<file path="config.mk">
export PLATFORM = sky130hd
export DESIGN_NAME = cmp_timer_chan
export DESIGN_NICKNAME = d
export VERILOG_FILES = /design/src/rtl/cmt_pkg.sv /design/src/rtl/cmt_prescale.sv /design/src/rtl/cmt_count_core.sv /design/src/rtl/cmt_csr.sv /design/src/rtl/cmp_timer_chan.sv
export SDC_FILE = /design/constraint.sdc
export NUM_CORES = 1
export LEC_CHECK = 0
export ABC_AREA = 1
export BUFFER_PORTS_ARGS = -buffer_cell sky130_fd_sc_hd__buf_2
export CAP_MARGIN = 20
export CORE_UTILIZATION = 60
export CTS_BUF_LIST = sky130_fd_sc_hd__clkbuf_8
export DETAILED_ROUTE_END_ITERATION = 7
export PLACE_DENSITY_LB_ADDON = 0.12
export RECOVER_POWER = 50
export SYNTH_ARGS = -nofsm -noshare
export SYNTH_HDL_FRONTEND = slang
export SYNTH_SLANG_ARGS = --single-unit
</file>
<file path="constraint.sdc">
create_clock -name clk -period 2.4 [get_ports clk]
set_clock_uncertainty 0.15 [all_clocks]
set_input_delay 0.24 -clock clk [delete_from_list [all_inputs] [get_ports clk]]
set_output_delay 0.24 -clock clk [all_outputs]
set_load 0.02 [all_outputs]
</file>
<file path="src/rtl/cmt_pkg.sv">
// Package: shared register index encoding for the compare-match timer.
// Assumes: channel registers sit at word indices 0..2; the byte stride is
// applied by the top module.
package cmt_pkg;

    typedef enum logic [1:0] {
        IDX_CTRL = 2'd0,
        IDX_CNT  = 2'd1,
        IDX_CMP  = 2'd2,
        IDX_NONE = 2'd3
    } reg_idx_e;

    // Map a byte address to a register index for a given stride shift.
    function automatic reg_idx_e decode_idx(input logic [15:0] byte_addr,
                                            input int unsigned shift);
        logic [15:0] word;
        logic [15:0] low_mask;
        reg_idx_e    r;
        low_mask = (16'd1 << shift) - 16'd1;
        word     = byte_addr >> shift;
        r        = IDX_NONE;
        if ((byte_addr & low_mask) == 16'd0) begin
            case (word)
                16'd0:   r = IDX_CTRL;
                16'd1:   r = IDX_CNT;
                16'd2:   r = IDX_CMP;
                default: r = IDX_NONE;
            endcase
        end
        return r;
    endfunction

endpackage

</file>
<file path="src/rtl/cmt_prescale.sv">
// Module: cmt_prescale
// Divides the slow timer strobe by DIV while the channel runs and emits one
// count tick per DIV strobes. Assumes slow_tick_i is a single-cycle strobe.
// While stopped, the phase counter is held at zero so every restart begins
// a full division period.
module cmt_prescale #(
    parameter int DIV = 8
) (
    input  logic clk,
    input  logic rst_n,
    input  logic run_i,
    input  logic slow_tick_i,
    output logic tick_o
);
    localparam int DW = (DIV > 1) ? $clog2(DIV) : 1;
    localparam logic [DW-1:0] LAST = DW'(DIV - 1);

    logic [DW-1:0] div_q;

    // Fires on the strobe that completes a division period.
    assign tick_o = run_i && slow_tick_i && (div_q == LAST);

    // Advances the phase on each strobe while running, clears it when stopped.
    always_ff @(posedge clk) begin
        if (!rst_n) begin
            div_q <= '0;
        end else if (!run_i) begin
            div_q <= '0;
        end else if (slow_tick_i) begin
            div_q <= (div_q == LAST) ? '0 : div_q + 1'b1;
        end
    end

    // a stopped channel always restarts from phase zero.
    p_phase_reset_r4: assert property (@(posedge clk) disable iff (!rst_n)
        !run_i |=> (div_q == '0))
        else $error("prescaler phase not cleared while stopped");

endmodule

</file>
<file path="src/rtl/cmt_count_core.sv">
// Module: cmt_count_core
// Holds the up-counter, the compare register and the slow-domain delay for
// software writes to the counter. Assumes tick_i comes from the prescaler and
// slow_tick_i from the slow timer strobe. A counter write is parked and is
// applied on the SYNC_TICKS-th slow strobe after it; an applied write beats a
// count tick in the same cycle.
module cmt_count_core #(
    parameter int CNT_W      = 32,
    parameter int SYNC_TICKS = 2
) (
    input  logic             clk,
    input  logic             rst_n,
    input  logic             slow_tick_i,
    input  logic             tick_i,
    input  logic             wr_cnt_i,
    input  logic             wr_cmp_i,
    input  logic [CNT_W-1:0] wdata_i,
    output logic [CNT_W-1:0] count_o,
    output logic [CNT_W-1:0] cmp_o,
    output logic             match_o,
    output logic             wrap_o
);
    localparam int AW = (SYNC_TICKS > 1) ? $clog2(SYNC_TICKS) : 1;
    localparam logic [AW-1:0] AGE_LAST = AW'(SYNC_TICKS - 1);
    localparam logic [CNT_W-1:0] ALL_ONES = '1;

    logic [CNT_W-1:0] count_q;
    logic [CNT_W-1:0] cmp_q;
    logic             pend_q;
    logic [CNT_W-1:0] pend_val_q;
    logic [AW-1:0]    age_q;
    logic             apply_w;
    logic             hit_w;

    // Parked value lands on the last required strobe unless rewritten now.
    assign apply_w = pend_q && slow_tick_i && (age_q == AGE_LAST) && !wr_cnt_i;
    assign hit_w   = (count_q == cmp_q);
    assign match_o = tick_i && !apply_w && hit_w;
    assign wrap_o  = tick_i && !apply_w && !hit_w && (count_q == ALL_ONES);
    assign count_o = count_q;
    assign cmp_o   = cmp_q;

    // Tracks a parked counter write and its age in slow strobes.
    always_ff @(posedge clk) begin
        if (!rst_n) begin
            pend_q     <= 1'b0;
            pend_val_q <= '0;
            age_q      <= '0;
        end else if (wr_cnt_i) begin
            pend_q     <= 1'b1;
            pend_val_q <= wdata_i;
            age_q      <= '0;
        end else if (pend_q && slow_tick_i) begin
            if (apply_w) begin
                pend_q <= 1'b0;
            end else begin
                age_q <= age_q + 1'b1;
            end
        end
    end

    // Loads a matured write, otherwise counts and restarts on compare hit.
    always_ff @(posedge clk) begin
        if (!rst_n) begin
            count_q <= '0;
        end else if (apply_w) begin
            count_q <= pend_val_q;
        end else if (tick_i) begin
            count_q <= hit_w ? '0 : count_q + 1'b1;
        end
    end

    // Compare register: takes software writes at once, all ones after reset.
    always_ff @(posedge clk) begin
        if (!rst_n) begin
            cmp_q <= ALL_ONES;
        end else if (wr_cmp_i) begin
            cmp_q <= wdata_i;
        end
    end

    // without a tick or a matured write the count does not move.
    p_cnt_hold_r4: assert property (@(posedge clk) disable iff (!rst_n)
        (!tick_i && !apply_w) |=> $stable(count_q))
        else $error("counter moved without a tick");

    // a tick on a compare hit returns the counter to zero.
    p_match_zero_r5: assert property (@(posedge clk) disable iff (!rst_n)
        match_o |=> (count_q == '0))
        else $error("counter not zero after match");

    // a matured write loads exactly the parked value.
    p_apply_val_r8: assert property (@(posedge clk) disable iff (!rst_n)
        apply_w |=> (count_q == $past(pend_val_q)))
        else $error("parked counter write not applied");

endmodule

</file>
<file path="src/rtl/cmt_csr.sv">
// Module: cmt_csr
// Control/status word with sticky hardware flags. Assumes match_i and wrap_i
// are single-cycle pulses from the counter core. Software can only clear a
// flag (write 0 to it); writing 1 keeps its state. A hardware set in the same
// cycle as a clearing write wins. OVF_EN picks whether a rollover flag exists.
module cmt_csr #(
    parameter int CTRL_W   = 16,
    parameter int FLAG_BIT = 15,
    parameter bit OVF_EN   = 1'b1,
    parameter int OVF_BIT  = 14,
    parameter int IE_BIT   = 5
) (
    input  logic              clk,
    input  logic              rst_n,
    input  logic              wr_ctrl_i,
    input  logic [CTRL_W-1:0] wdata_i,
    input  logic              match_i,
    input  logic              wrap_i,
    output logic [CTRL_W-1:0] ctrl_o,
    output logic              irq_o
);
    logic [CTRL_W-1:0] ctrl_q;
    logic [CTRL_W-1:0] ctrl_nxt;
    logic              flag_nxt;
    logic              ovf_nxt;

    // Match flag: cleared only by a written 0, set by hardware.
    assign flag_nxt = (ctrl_q[FLAG_BIT] & (wr_ctrl_i ? wdata_i[FLAG_BIT] : 1'b1))
                      | match_i;

    // Rollover flag only exists in the variant that has one.
    generate
        if (OVF_EN) begin : g_ovf
            assign ovf_nxt = (ctrl_q[OVF_BIT] & (wr_ctrl_i ? wdata_i[OVF_BIT] : 1'b1))
                             | wrap_i;
        end else begin : g_no_ovf
            assign ovf_nxt = wr_ctrl_i ? wdata_i[OVF_BIT] : ctrl_q[OVF_BIT];
        end
    endgenerate

    // Next control word: written bits, then flag bits overlaid.
    always_comb begin
        ctrl_nxt = wr_ctrl_i ? wdata_i : ctrl_q;
        ctrl_nxt[OVF_BIT]  = ovf_nxt;
        ctrl_nxt[FLAG_BIT] = flag_nxt;
    end

    // Control register state.
    always_ff @(posedge clk) begin
        if (!rst_n) begin
            ctrl_q <= '0;
        end else begin
            ctrl_q <= ctrl_nxt;
        end
    end

    assign ctrl_o = ctrl_q;
    assign irq_o  = ctrl_q[FLAG_BIT] & ctrl_q[IE_BIT];

    // a match pulse always leaves the flag set.
    p_match_flag_r5: assert property (@(posedge clk) disable iff (!rst_n)
        match_i |=> ctrl_q[FLAG_BIT])
        else $error("match did not set the flag");

    // a set flag survives every cycle without a clearing write.
    p_flag_sticky_r6: assert property (@(posedge clk) disable iff (!rst_n)
        (ctrl_q[FLAG_BIT] && !(wr_ctrl_i && !wdata_i[FLAG_BIT])) |=> ctrl_q[FLAG_BIT])
        else $error("match flag dropped on its own");

    // irq never stays up across a write of zero to the word.
    p_irq_drop_r9: assert property (@(posedge clk) disable iff (!rst_n)
        (wr_ctrl_i && (wdata_i == '0) && !match_i) |=> !irq_o)
        else $error("irq survived a zero control write");

endmodule

</file>
<file path="src/rtl/cmp_timer_chan.sv">
// Module: cmp_timer_chan (top)
// One compare-match timer channel plus the shared start/stop word. Decodes a
// byte-addressed register port, gates the prescaler with this channel's start
// bit, and drives a level interrupt. Assumes one access per cycle, reads are
// combinational, and WIDE picks the 32-bit (1) or 16-bit (0) counter variant.
module cmp_timer_chan #(
    parameter bit WIDE       = 1'b1,
    parameter int START_W    = 8,
    parameter int CHAN_BIT   = 0,
    parameter int ADDR_W     = 4,
    parameter int SYNC_TICKS = 2,
    localparam int CNT_W     = WIDE ? 32 : 16
) (
    input  logic              clk,
    input  logic              rst_n,
    input  logic              slow_tick,
    input  logic              bus_wr,
    input  logic              bus_glb,
    input  logic [ADDR_W-1:0] bus_addr,
    input  logic [CNT_W-1:0]  bus_wdata,
    output logic [CNT_W-1:0]  bus_rdata,
    output logic              irq
);
    import cmt_pkg::*;

    localparam int CTRL_W    = 16;
    localparam int CNT_SHIFT = WIDE ? 2 : 1;
    localparam int DIV       = WIDE ? 8 : 512;
    localparam int FLAG_BIT  = WIDE ? 15 : 7;
    localparam int OVF_BIT   = 14;
    localparam int IE_BIT    = WIDE ? 5 : 6;

    reg_idx_e           idx_w;
    logic [START_W-1:0] start_q;
    logic               run_w;
    logic               tick_w;
    logic               wr_ctrl_w;
    logic               wr_cnt_w;
    logic               wr_cmp_w;
    logic               match_w;
    logic               wrap_w;
    logic [CNT_W-1:0]   count_w;
    logic [CNT_W-1:0]   cmp_w;
    logic [CTRL_W-1:0]  ctrl_w;

    assign idx_w     = decode_idx(16'(bus_addr), CNT_SHIFT);
    assign wr_ctrl_w = bus_wr && !bus_glb && (idx_w == IDX_CTRL);
    assign wr_cnt_w  = bus_wr && !bus_glb && (idx_w == IDX_CNT);
    assign wr_cmp_w  = bus_wr && !bus_glb && (idx_w == IDX_CMP);
    assign run_w     = start_q[CHAN_BIT];

    // Shared start/stop word: every bit is stored, only ours is used here.
    always_ff @(posedge clk) begin
        if (!rst_n) begin
            start_q <= '0;
        end else if (bus_wr && bus_glb) begin
            start_q <= bus_wdata[START_W-1:0];
        end
    end

    cmt_prescale #(
        .DIV (DIV)
    ) u_pre (
        .clk         (clk),
        .rst_n       (rst_n),
        .run_i       (run_w),
        .slow_tick_i (slow_tick),
        .tick_o      (tick_w)
    );

    cmt_count_core #(
        .CNT_W      (CNT_W),
        .SYNC_TICKS (SYNC_TICKS)
    ) u_core (
        .clk         (clk),
        .rst_n       (rst_n),
        .slow_tick_i (slow_tick),
        .tick_i      (tick_w),
        .wr_cnt_i    (wr_cnt_w),
        .wr_cmp_i    (wr_cmp_w),
        .wdata_i     (bus_wdata),
        .count_o     (count_w),
        .cmp_o       (cmp_w),
        .match_o     (match_w),
        .wrap_o      (wrap_w)
    );

    cmt_csr #(
        .CTRL_W   (CTRL_W),
        .FLAG_BIT (FLAG_BIT),
        .OVF_EN   (WIDE),
        .OVF_BIT  (OVF_BIT),
        .IE_BIT   (IE_BIT)
    ) u_csr (
        .clk       (clk),
        .rst_n     (rst_n),
        .wr_ctrl_i (wr_ctrl_w),
        .wdata_i   (bus_wdata[CTRL_W-1:0]),
        .match_i   (match_w),
        .wrap_i    (wrap_w),
        .ctrl_o    (ctrl_w),
        .irq_o     (irq)
    );

    // Read path: select by global flag, then by decoded register index.
    always_comb begin
        bus_rdata = '0;
        if (bus_glb) begin
            bus_rdata[START_W-1:0] = start_q;
        end else begin
            case (idx_w)
                IDX_CTRL: bus_rdata[CTRL_W-1:0] = ctrl_w;
                IDX_CNT:  bus_rdata = count_w;
                IDX_CMP:  bus_rdata = cmp_w;
                default:  bus_rdata = '0;
            endcase
        end
    end

    // a cleared start bit keeps the prescaler from ever ticking.
    p_stopped_r3: assert property (@(posedge clk) disable iff (!rst_n)
        !start_q[CHAN_BIT] |-> !tick_w)
        else $error("tick while channel stopped");

endmodule

</file>
==> results of run 1 <==
logic make-up after synthesis:
family                     count (synthesis)  synth area share, %
AOI/OAI and AO/OA                        230                 18.2
DFF                                      125                 36.9
xor gates and xnor gates                  39                 5.03
buffers and inverters                    200                 12.1
and+or+nand+nor                          420                 26.5
adders and majority gates                  7                 1.29
routing by layer:
| metal | up-vias | global-route usage [%] |
|---|---|---|
| met5 | - | 0 |
| met4 | 0 | 9.17 |
| met3 | 15 | 7.53 |
| met2 | 213 | 55.1 |
| met1 | 3173 | 43.3 |
| li1 | 3485 | - |
what timing repair did:
action,in CTS,in global routing
gates resized for setup,0,2
endpoints found under the hold margin,90,0
buffers inserted,0,0
hold buffers,33,0
endpoints found under the setup margin,0,19
per-stage QoR:
stage          area (um2)  hold slack [ps]  total power (W)  setup WS [ps]
3_3_place_gp         7330              283          0.00243            188
5_1_grt              8070              155          0.00445           86.3
2_1_floorplan        6790              216          0.00233            164
4_1_cts              8070              123          0.00431            125
6_report             8070              143          0.00430            233
3_5_place_dp         7330              288          0.00243            134
layout by cell type, fill, tap and decap left out, types with 23 or more instances in the layout:
cell type	n
inv_1	138
o21ai_0	74
o22ai_1	29
nand2_1	254
buf_2	70
buf_4	24
nor2_1	64
a21oi_1	108
dfxtp_1	125
nand3_1	59
xnor2_1	23
dlygate4sd3_1	33
registers in the layout (all words and copies together) (netlist names):
register / cells
start_q: 8
u_core.age_q: 1
u_core.cmp_o: 32
u_core.count_o: 32
u_core.pend_q: 1
u_core.pend_val_q: 32
u_csr.ctrl_o: 16
u_pre.div_q: 3
worst max-delay path: stages:
cell and delay (ps):
clkbuf_1 100, nor3_2 250, inv_1 90, ha_1 220
inv_1 300, o22ai_1 130, a21oi_1 180, o21ai_0 90
buf_2 170
final cells by class:
cell class	instances	area, um2	share of cell area [%]
clock buffers	19	262	3.24
clock inverters	13	143	1.77
inverters	143	541	6.70
multi-input cells	696	3480	43.2
flip-flops and latches	125	2500	31.0
well taps	140	175	2.17
repair buffers	136	962	11.9
power by group through the flow:
stage / logic, W / registers [W] / clock network [W]
floorplan: 0.000158 / 0.00217 / 0
global placement: 0.000255 / 0.00217 / 0
detailed placement: 0.000260 / 0.00217 / 0
CTS: 0.000301 / 0.00212 / 0.00188
global route: 0.000341 / 0.00213 / 0.00198
finish: 0.000308 / 0.00212 / 0.00187
worst paths after layout:
kind / depth (start not counted) / to
setup reg to reg: 9 / u_core.count_o[30]$_SDFFE_PN0P_
hold reg to reg: 2 / u_csr.ctrl_o[3]$_SDFFE_PN0N_
hold / removal: 3 / u_core.count_o[27]$_SDFFE_PN0P_
setup / recovery: 9 / bus_rdata[7]
==> results.cfg, run 1 <==
[synth]
syn_avg_cell_area_um2 = 6.65
yosysSeqAreaShare_pct = 36.9
synth.top_cell.area_share_pct = 36.9
synth_cells = 1021
ys.flop_type = dfxtp_1
ys_ff_latch = 125
synth_top_cells_by_count = nand2_1, inv_1, dfxtp_1, a21oi_1, o21ai_0
synth_most_common_cell = nand2_1
synth_edf_count = 0
ys_top_cells_by_area = dfxtp_1, nand2_1, a21oi_1
synth.net_count = 1069
yosysWarnings = 0
async_flop_share_pct = 0
synth_top_cell_by_area = dfxtp_1
synth_area_um2 = 6790
synth_cell_types = 32

[timing]
fmax_mhz = 461
min_period_over_period_pct = 90.3
tightest_slew_ps = 1630
hold_viol_final = 0
period_needed_ps = 2170
slew_headroom_pct = -8.99
finalMaxSlewViolations = 89
rsz0062_at_grt = no
setup_viol = 0
fin_setup_tns_ps = 0

[clock_network]
cts-htree-levels = 4
cts_buffer_depth = 2
clk_latency_ps = 460
cts_buffers = 17
cts_sinks = 125
cts_tree = yes
root_buffer = clkbuf_8
clk_pin_slew_ps = 80

[cells_and_area]
diodes = 0
drive_gt1_share_pct = 13.7
fill_cells = 952
syn_to_final_growth_pct = 18.9
stdcell_count = 1272
fin_util_pct = 73.8
fin_nets = 1167

[place]
dp.cells = 1207
dpl.hpwl_um = 12900
io_buffer_count = 73
place_congestion = 0.940

[pwr]
comb_power_share_pct = 7.2
switchingPower_w = 0.00110
switching_share_pct = 25.5
power_per_cell_area_nw_per_um2 = 534
clkPwrFrac_pct = 43.5
power_leakage_nw = 3.20
ir_drop_v = 0.000588
seq_power_share_pct = 49.4
p_int_w = 0.00321

[route]
wl_um = 18500
drt-pass1-iter-count = 6
vias = 6886
dr_wl_met2_um = 8740
drtAntennaViolNets = 0
drc = 0
avgRoutedWirePerCell_um = 14.5
wl_met1_um = 8330
vias_per_cell = 5.41
wl_met3_um = 1190
drtIter0Drc = 594
top_layer = met4

[critical_path]
cp-end-kind = primary output
cp-start-kind = input port
critPathArrivalTime_ps = 1780
crit_fanout = 7
reg2reg_setup_slack_ps = 320
crit-reg2reg-launch = u_core.count_o[1]$_SDFFE_PN0P_
crit_type = in2out
cp.required_ps = 2010
cp-startpoint = bus_addr[1]

[global_routing]
antenna_found_initial = 0
grt_overflow = 0
grt_pass1_wl_um = 30000
grt_pass1_vias = 6208
grtUsageTotal_pct = 33.3
grt_max_degree = 89

[die]
ioPinCount = 74
core_um2 = 10900
initial_core_util_pct = 62.1
dieWidth_um = 108
die-area_um2 = 11700
die_y_um = 108
rows = 38

[hold_path]
min_from = rst_n
min_path_type = in2reg

[outcome]
violations = capacitance limit, slew limit
status = finished with violations

[job]
drv_cap = 1
No activity file was read; power rests on OpenSTA's default activity.
==> run 2: changes to the inputs <==
Settings changed: BUFFER_PORTS_ARGS -buffer_cell sky130_fd_sc_hd__buf_2 to -buffer_cell sky130_fd_sc_hd__clkbuf_2, CORE_UTILIZATION 60 to 45.
==> run 2 against run 1 <==
  * The run ends with DRC left
  * Cell count grew 3.6%
  * Non-clock buffer count is 3 higher
  * Power up 6.0%
  * Via count down 3.4%
  * Hold slack got worse by 34 ps
  * Largest cell class unchanged
  * Highest routed layer unchanged
==> results.cfg, run 2 (synthesis gave the netlist of run 1 again) <==
[timing]
min_period_over_period_pct = 90.5
setup_viol = 0
fin_setup_tns_ps = 0
period_needed_ps = 2170
timing.hold.ws_ps = 110
slew_headroom_pct = 7.38
rsz0062_at_grt = no
finalMaxSlewViolations = 0
hold_viol_final = 0
tightest_slew_ps = 1390
fmax_mhz = 460

[clock_network]
root_buffer = clkbuf_8
cts-htree-levels = 4
clk_latency_ps = 450
clk_pin_slew_ps = 70
cts_tree = yes
cts_sinks = 125
cts_buffer_depth = 2
cts_buffers = 17

[route]
drt-pass1-iter-count = 7
avgRoutedWirePerCell_um = 14.1
wl_um = 18600
drtIter0Drc = 421
vias = 6654
vias_per_cell = 5.05
drc = 9
drtAntennaViolNets = 0

[global_routing]
grt_max_degree = 63
grtUsageTotal_pct = 25.2
grt_pass1_wl_um = 31500
antenna_found_initial = 0
grt_pass1_vias = 6434
grt_overflow = 0

[cells_and_area]
drive_gt1_share_pct = 13.2
final-seq-area_um2 = 2500
multi_input_area_um2 = 3470
layout_commonest_cell = nand2_1
layout_common_cells = nand2_1, inv_1, dfxtp_1
syn_to_final_growth_pct = 19.8
diodes = 0
fin_nets = 1170
fill_cells = 1538

[critical_path]
crit-reg2reg-launch = u_core.count_o[1]$_SDFFE_PN0P_
crit_type = in2out
cp-start-kind = input port
cp-end-kind = primary output
critPathArrivalTime_ps = 1780
crit_fanout = 16
cp.required_ps = 2010
cp-startpoint = bus_addr[1]

[pwr]
power_per_cell_area_nw_per_um2 = 561
ir_drop_v = 0.000498
power_leakage_nw = 3.22

[hold_path]
min_from = bus_wr
min_path_type = in2reg

[place]
place_congestion = 0.916
dpl.hpwl_um = 13400
io_buffer_count = 73

[die]
die_y_um = 125
rows = 44
core_um2 = 14600
die-area_um2 = 15600
ioPinCount = 74
dieWidth_um = 125
initial_core_util_pct = 46.4

[job]
drv_cap = 0

[outcome]
status = finished with violations
violations = DRC
-- run 2: cell count changes in the layout (fill, tap and decap cells not counted), moves of 2 or more --
| cell | change |
|---|---|
| clkbuf_1 | +4 |
| clkbuf_2 | +69 |
| inv_1 | +2 |
| bufinv_16 | +3 |
| clkinvlp_4 | -4 |
| nor2_4 | -2 |
| buf_2 | -69 |
| buf_4 | +2 |
| clkinv_4 | -2 |
| buf_12 | -3 |
-- run 2: layout make-up --
| cell class | count | share of cell area [%] |
|---|---|---|
| Sequential cell | 125 | 30.8 |
| Clock inverter | 12 | 2.38 |
| Clock buffer | 19 | 3.22 |
| Multi-Input combinational cell | 696 | 42.7 |
| Timing Repair Buffer | 139 | 11.5 |
| Inverter | 143 | 6.66 |
| Tap cell | 184 | 2.83 |
-- run 2: power breakdown --
part	internal [W]	total [W]	switching, W
registers	0.00211	0.00212	0.0000182
logic	0.000120	0.000300	0.000180
clock network	0.00128	0.00214	0.000860
total	0.00351	0.00456	0.00106
-- run 2: worst paths after layout --
check | endpoint | cells after the start | slack [ps]
worst min-delay path | u_core.pend_val_q[0]$_SDFFE_PN0P_ | 5 | 110
worst max register to register | u_core.count_o[18]$_SDFFE_PN0P_ | 9 | 310
worst max-delay path | bus_rdata[17] | 7 | 230
worst min register to register | u_csr.ctrl_o[10]$_SDFFE_PN0N_ | 2 | 300
-- run 2: critical path, cell delays in order --
cell,delay [ps]
clkbuf_1,100
nor3_2,250
inv_1,90
ha_1,270
or2_2,440
a21oi_1,180
clkbuf_2,190
-- run 2: per-stage QoR --
step                      cell area [um2]  total power [W]  utilization, %  cells  setup slack, ps
after floorplan                      6790          0.00233               -   1021              164
after global placement               7390          0.00243            50.4   1254              192
after detailed placement             7390          0.00243            50.4   1254              123
after CTS                            8170          0.00460            55.8   1318              117
after global routing                 8130          0.00473            55.5   1318             31.4
final                                8130          0.00456            55.5   1318              228
-- run 2: what timing repair did --
action | in CTS | in global routing
setup buffers | 0 | 0
endpoints found under the setup margin | 0 | 21
gates resized for setup | 0 | 2
hold endpoints to repair | 89 | 0
hold buffers | 33 | 0
-- run 2: layer usage --
metal | track usage [%] | vias up | share of wire, %
li1 | - | 3492 | -
met3 | 4.42 | 16 | 3.4
met5 | 0 | - | 0
met4 | 7.46 | 0 | 1.2
met1 | 32.3 | 3041 | 48
met2 | 43.1 | 105 | 47
==> run 3: changes to the inputs <==
Clock period 2.4 ns to 2.45 ns, I/O delays scaled along.
==> run 3 against run 2 <==
  * The flow still finishes with violations (DRC)
  * Register-to-register slack gained 60 ps
  * Clock power fell by 17%
  * Sequential share of layout area grew 0.43 points
  * Non-clock buffer count decreased by 4
  * Critical path depth stayed put
  * Hold slack lost 22 ps
  * Setup slack got worse by 49 ps
  * Via count increased by 0.15%
  * Power decreased by 9.2%
  * Wire length up 1.1%
  * Global-route usage grew 0.47 points
==> results.cfg, run 3 (synthesis gave the netlist of run 1 again) <==
[timing]
hold_viol_final = 0
finalMaxSlewViolations = 0
setup_viol = 0
min_period_over_period_pct = 92.7
rsz0062_at_grt = no
slew_headroom_pct = 62.4
fmax_mhz = 440
period_needed_ps = 2270
tightest_slew_ps = 563
fin_setup_tns_ps = 0

[pwr]
ir_drop_v = 0.000377
seq_power_share_pct = 50.3
p_int_w = 0.00309
power_per_cell_area_nw_per_um2 = 516
comb_power_share_pct = 7.1
power_leakage_nw = 3.16
switching_share_pct = 25.4
switchingPower_w = 0.00105
p_total_w = 0.00414
clkPwrFrac_pct = 42.7

[cells_and_area]
layout_common_cells = nand2_1, inv_1, dfxtp_1
layout_commonest_cell = nand2_1
drive_gt1_share_pct = 12.9
diodes = 0
syn_to_final_growth_pct = 18.2
fin_area_um2 = 8020
stdcell_count = 1314
fin_nets = 1166

[clock_network]
cts_buffers = 17
clk_pin_slew_ps = 80
cts_sinks = 125
root_buffer = clkbuf_8
cts_resized = 0
cts_tree = yes
clk_latency_ps = 470
cts_buffer_depth = 2
cts-htree-levels = 4

[die]
ioPinCount = 74
die_y_um = 125
rows = 44
die-area_um2 = 15600
dieWidth_um = 125
core_um2 = 14600
initial_core_util_pct = 46.4

[critical_path]
critPathArrivalTime_ps = 1880
cpPeakStageDelay_ps = 430
slowest_stage = or2_2
crit_fanout = 16
crit_top_cell = clkbuf_2
crit_type = in2out
cp-start-kind = input port
cp.required_ps = 2060
cp-end-kind = primary output
worstPathCellList = clkbuf_2, nor3_1, inv_1, ha_1, or2_2, a21oi_1, clkbuf_2

[place]
place_congestion = 0.917
io_buffer_count = 73
dpl.hpwl_um = 13500
placed_area_um2 = 7340
dp.cells = 1250

[hold_path]
min_path_type = in2reg

[global_routing]
grt_pass1_wl_um = 31700
grt_pass1_vias = 6362
antenna_found_initial = 0
grtUsageTotal_pct = 25.7
grt_max_degree = 63
grt_overflow = 0

[route]
drt-pass1-iter-count = 6
wl_um = 18900
drtAntennaViolNets = 0
vias_per_cell = 5.07
drc = 8
avgRoutedWirePerCell_um = 14.3
vias = 6664
drtIter0Drc = 346

[job]
drv_cap = 0

[outcome]
status = finished with violations
violations = DRC
run 3: cell types whose count changed in the layout (fill, tap and decap cells not counted), sizes merged:
cell | before | now
clkinv | 6 | 7
bufinv | 5 | 2
clkinvlp | 1 | 4
buf | 28 | 23
run 3: power by group through the flow:
stage / Sequential, W / Clock [W] / Combinational [W]
global route: 0.00208 / 0.00187 / 0.000332
floorplan: 0.00212 / 0 / 0.000155
finish: 0.00208 / 0.00177 / 0.000293
global placement: 0.00213 / 0 / 0.000254
detailed placement: 0.00213 / 0 / 0.000255
CTS: 0.00208 / 0.00179 / 0.000297
run 3: final timing paths:
kind                            slack [ps]                           endpoint  depth (start not counted)                            from
worst max-delay path                   180                      bus_rdata[25]                          7                     bus_addr[1]
worst min-delay path                    90  u_core.pend_val_q[0]$_SDFFE_PN0P_                          5                          bus_wr
worst max register to register         370    u_core.count_o[30]$_SDFFE_PN0P_                          9  u_core.count_o[1]$_SDFFE_PN0P_
worst min register to register         300       u_csr.ctrl_o[6]$_SDFFE_PN0N_                          2    u_csr.ctrl_o[6]$_SDFFE_PN0N_
run 3: layer usage:
metal / global-route usage [%] / part of all wire (%) / vias up
met4: 10.0 / 1.8 / 0
met1: 32.7 / 48 / 3033
li1: - / - / 3485
met2: 43.6 / 47 / 123
met5: 0 / 0 / -
met3: 3.87 / 3.3 / 23
run 3: final cells by class:
class | instances | area [um2]
flip-flops and latches | 125 | 2500
repair buffers | 135 | 906
inverters | 143 | 541
well taps | 184 | 230
fillers | 1584 | 6620
clock buffers | 18 | 248
clock inverters | 13 | 128
multi-input cells | 696 | 3470
run 3: repair_timing:
action,CTS,global route
hold buffers,33,0
endpoints found under the hold margin,91,0
setup buffers,0,0
run 3: critical path: cells and delay by family:
| family | cells | cell delay, ps |
|---|---|---|
| and+or+nand+nor | 2 | 760 |
| AOI/OAI and AO/OA | 1 | 190 |
| adders and majority gates | 1 | 280 |
| buffers and inverters | 3 | 400 |
run 3: through the flow:
step                hold slack [ps]  utilization [%]  worst slack (ps)
global route                    116             54.8              5.57
global placement                285             50.1               203
finish                         87.6             54.8               179
detailed placement              288             50.1               169
CTS                            89.8             55.0               180
floorplan                       221                -               204
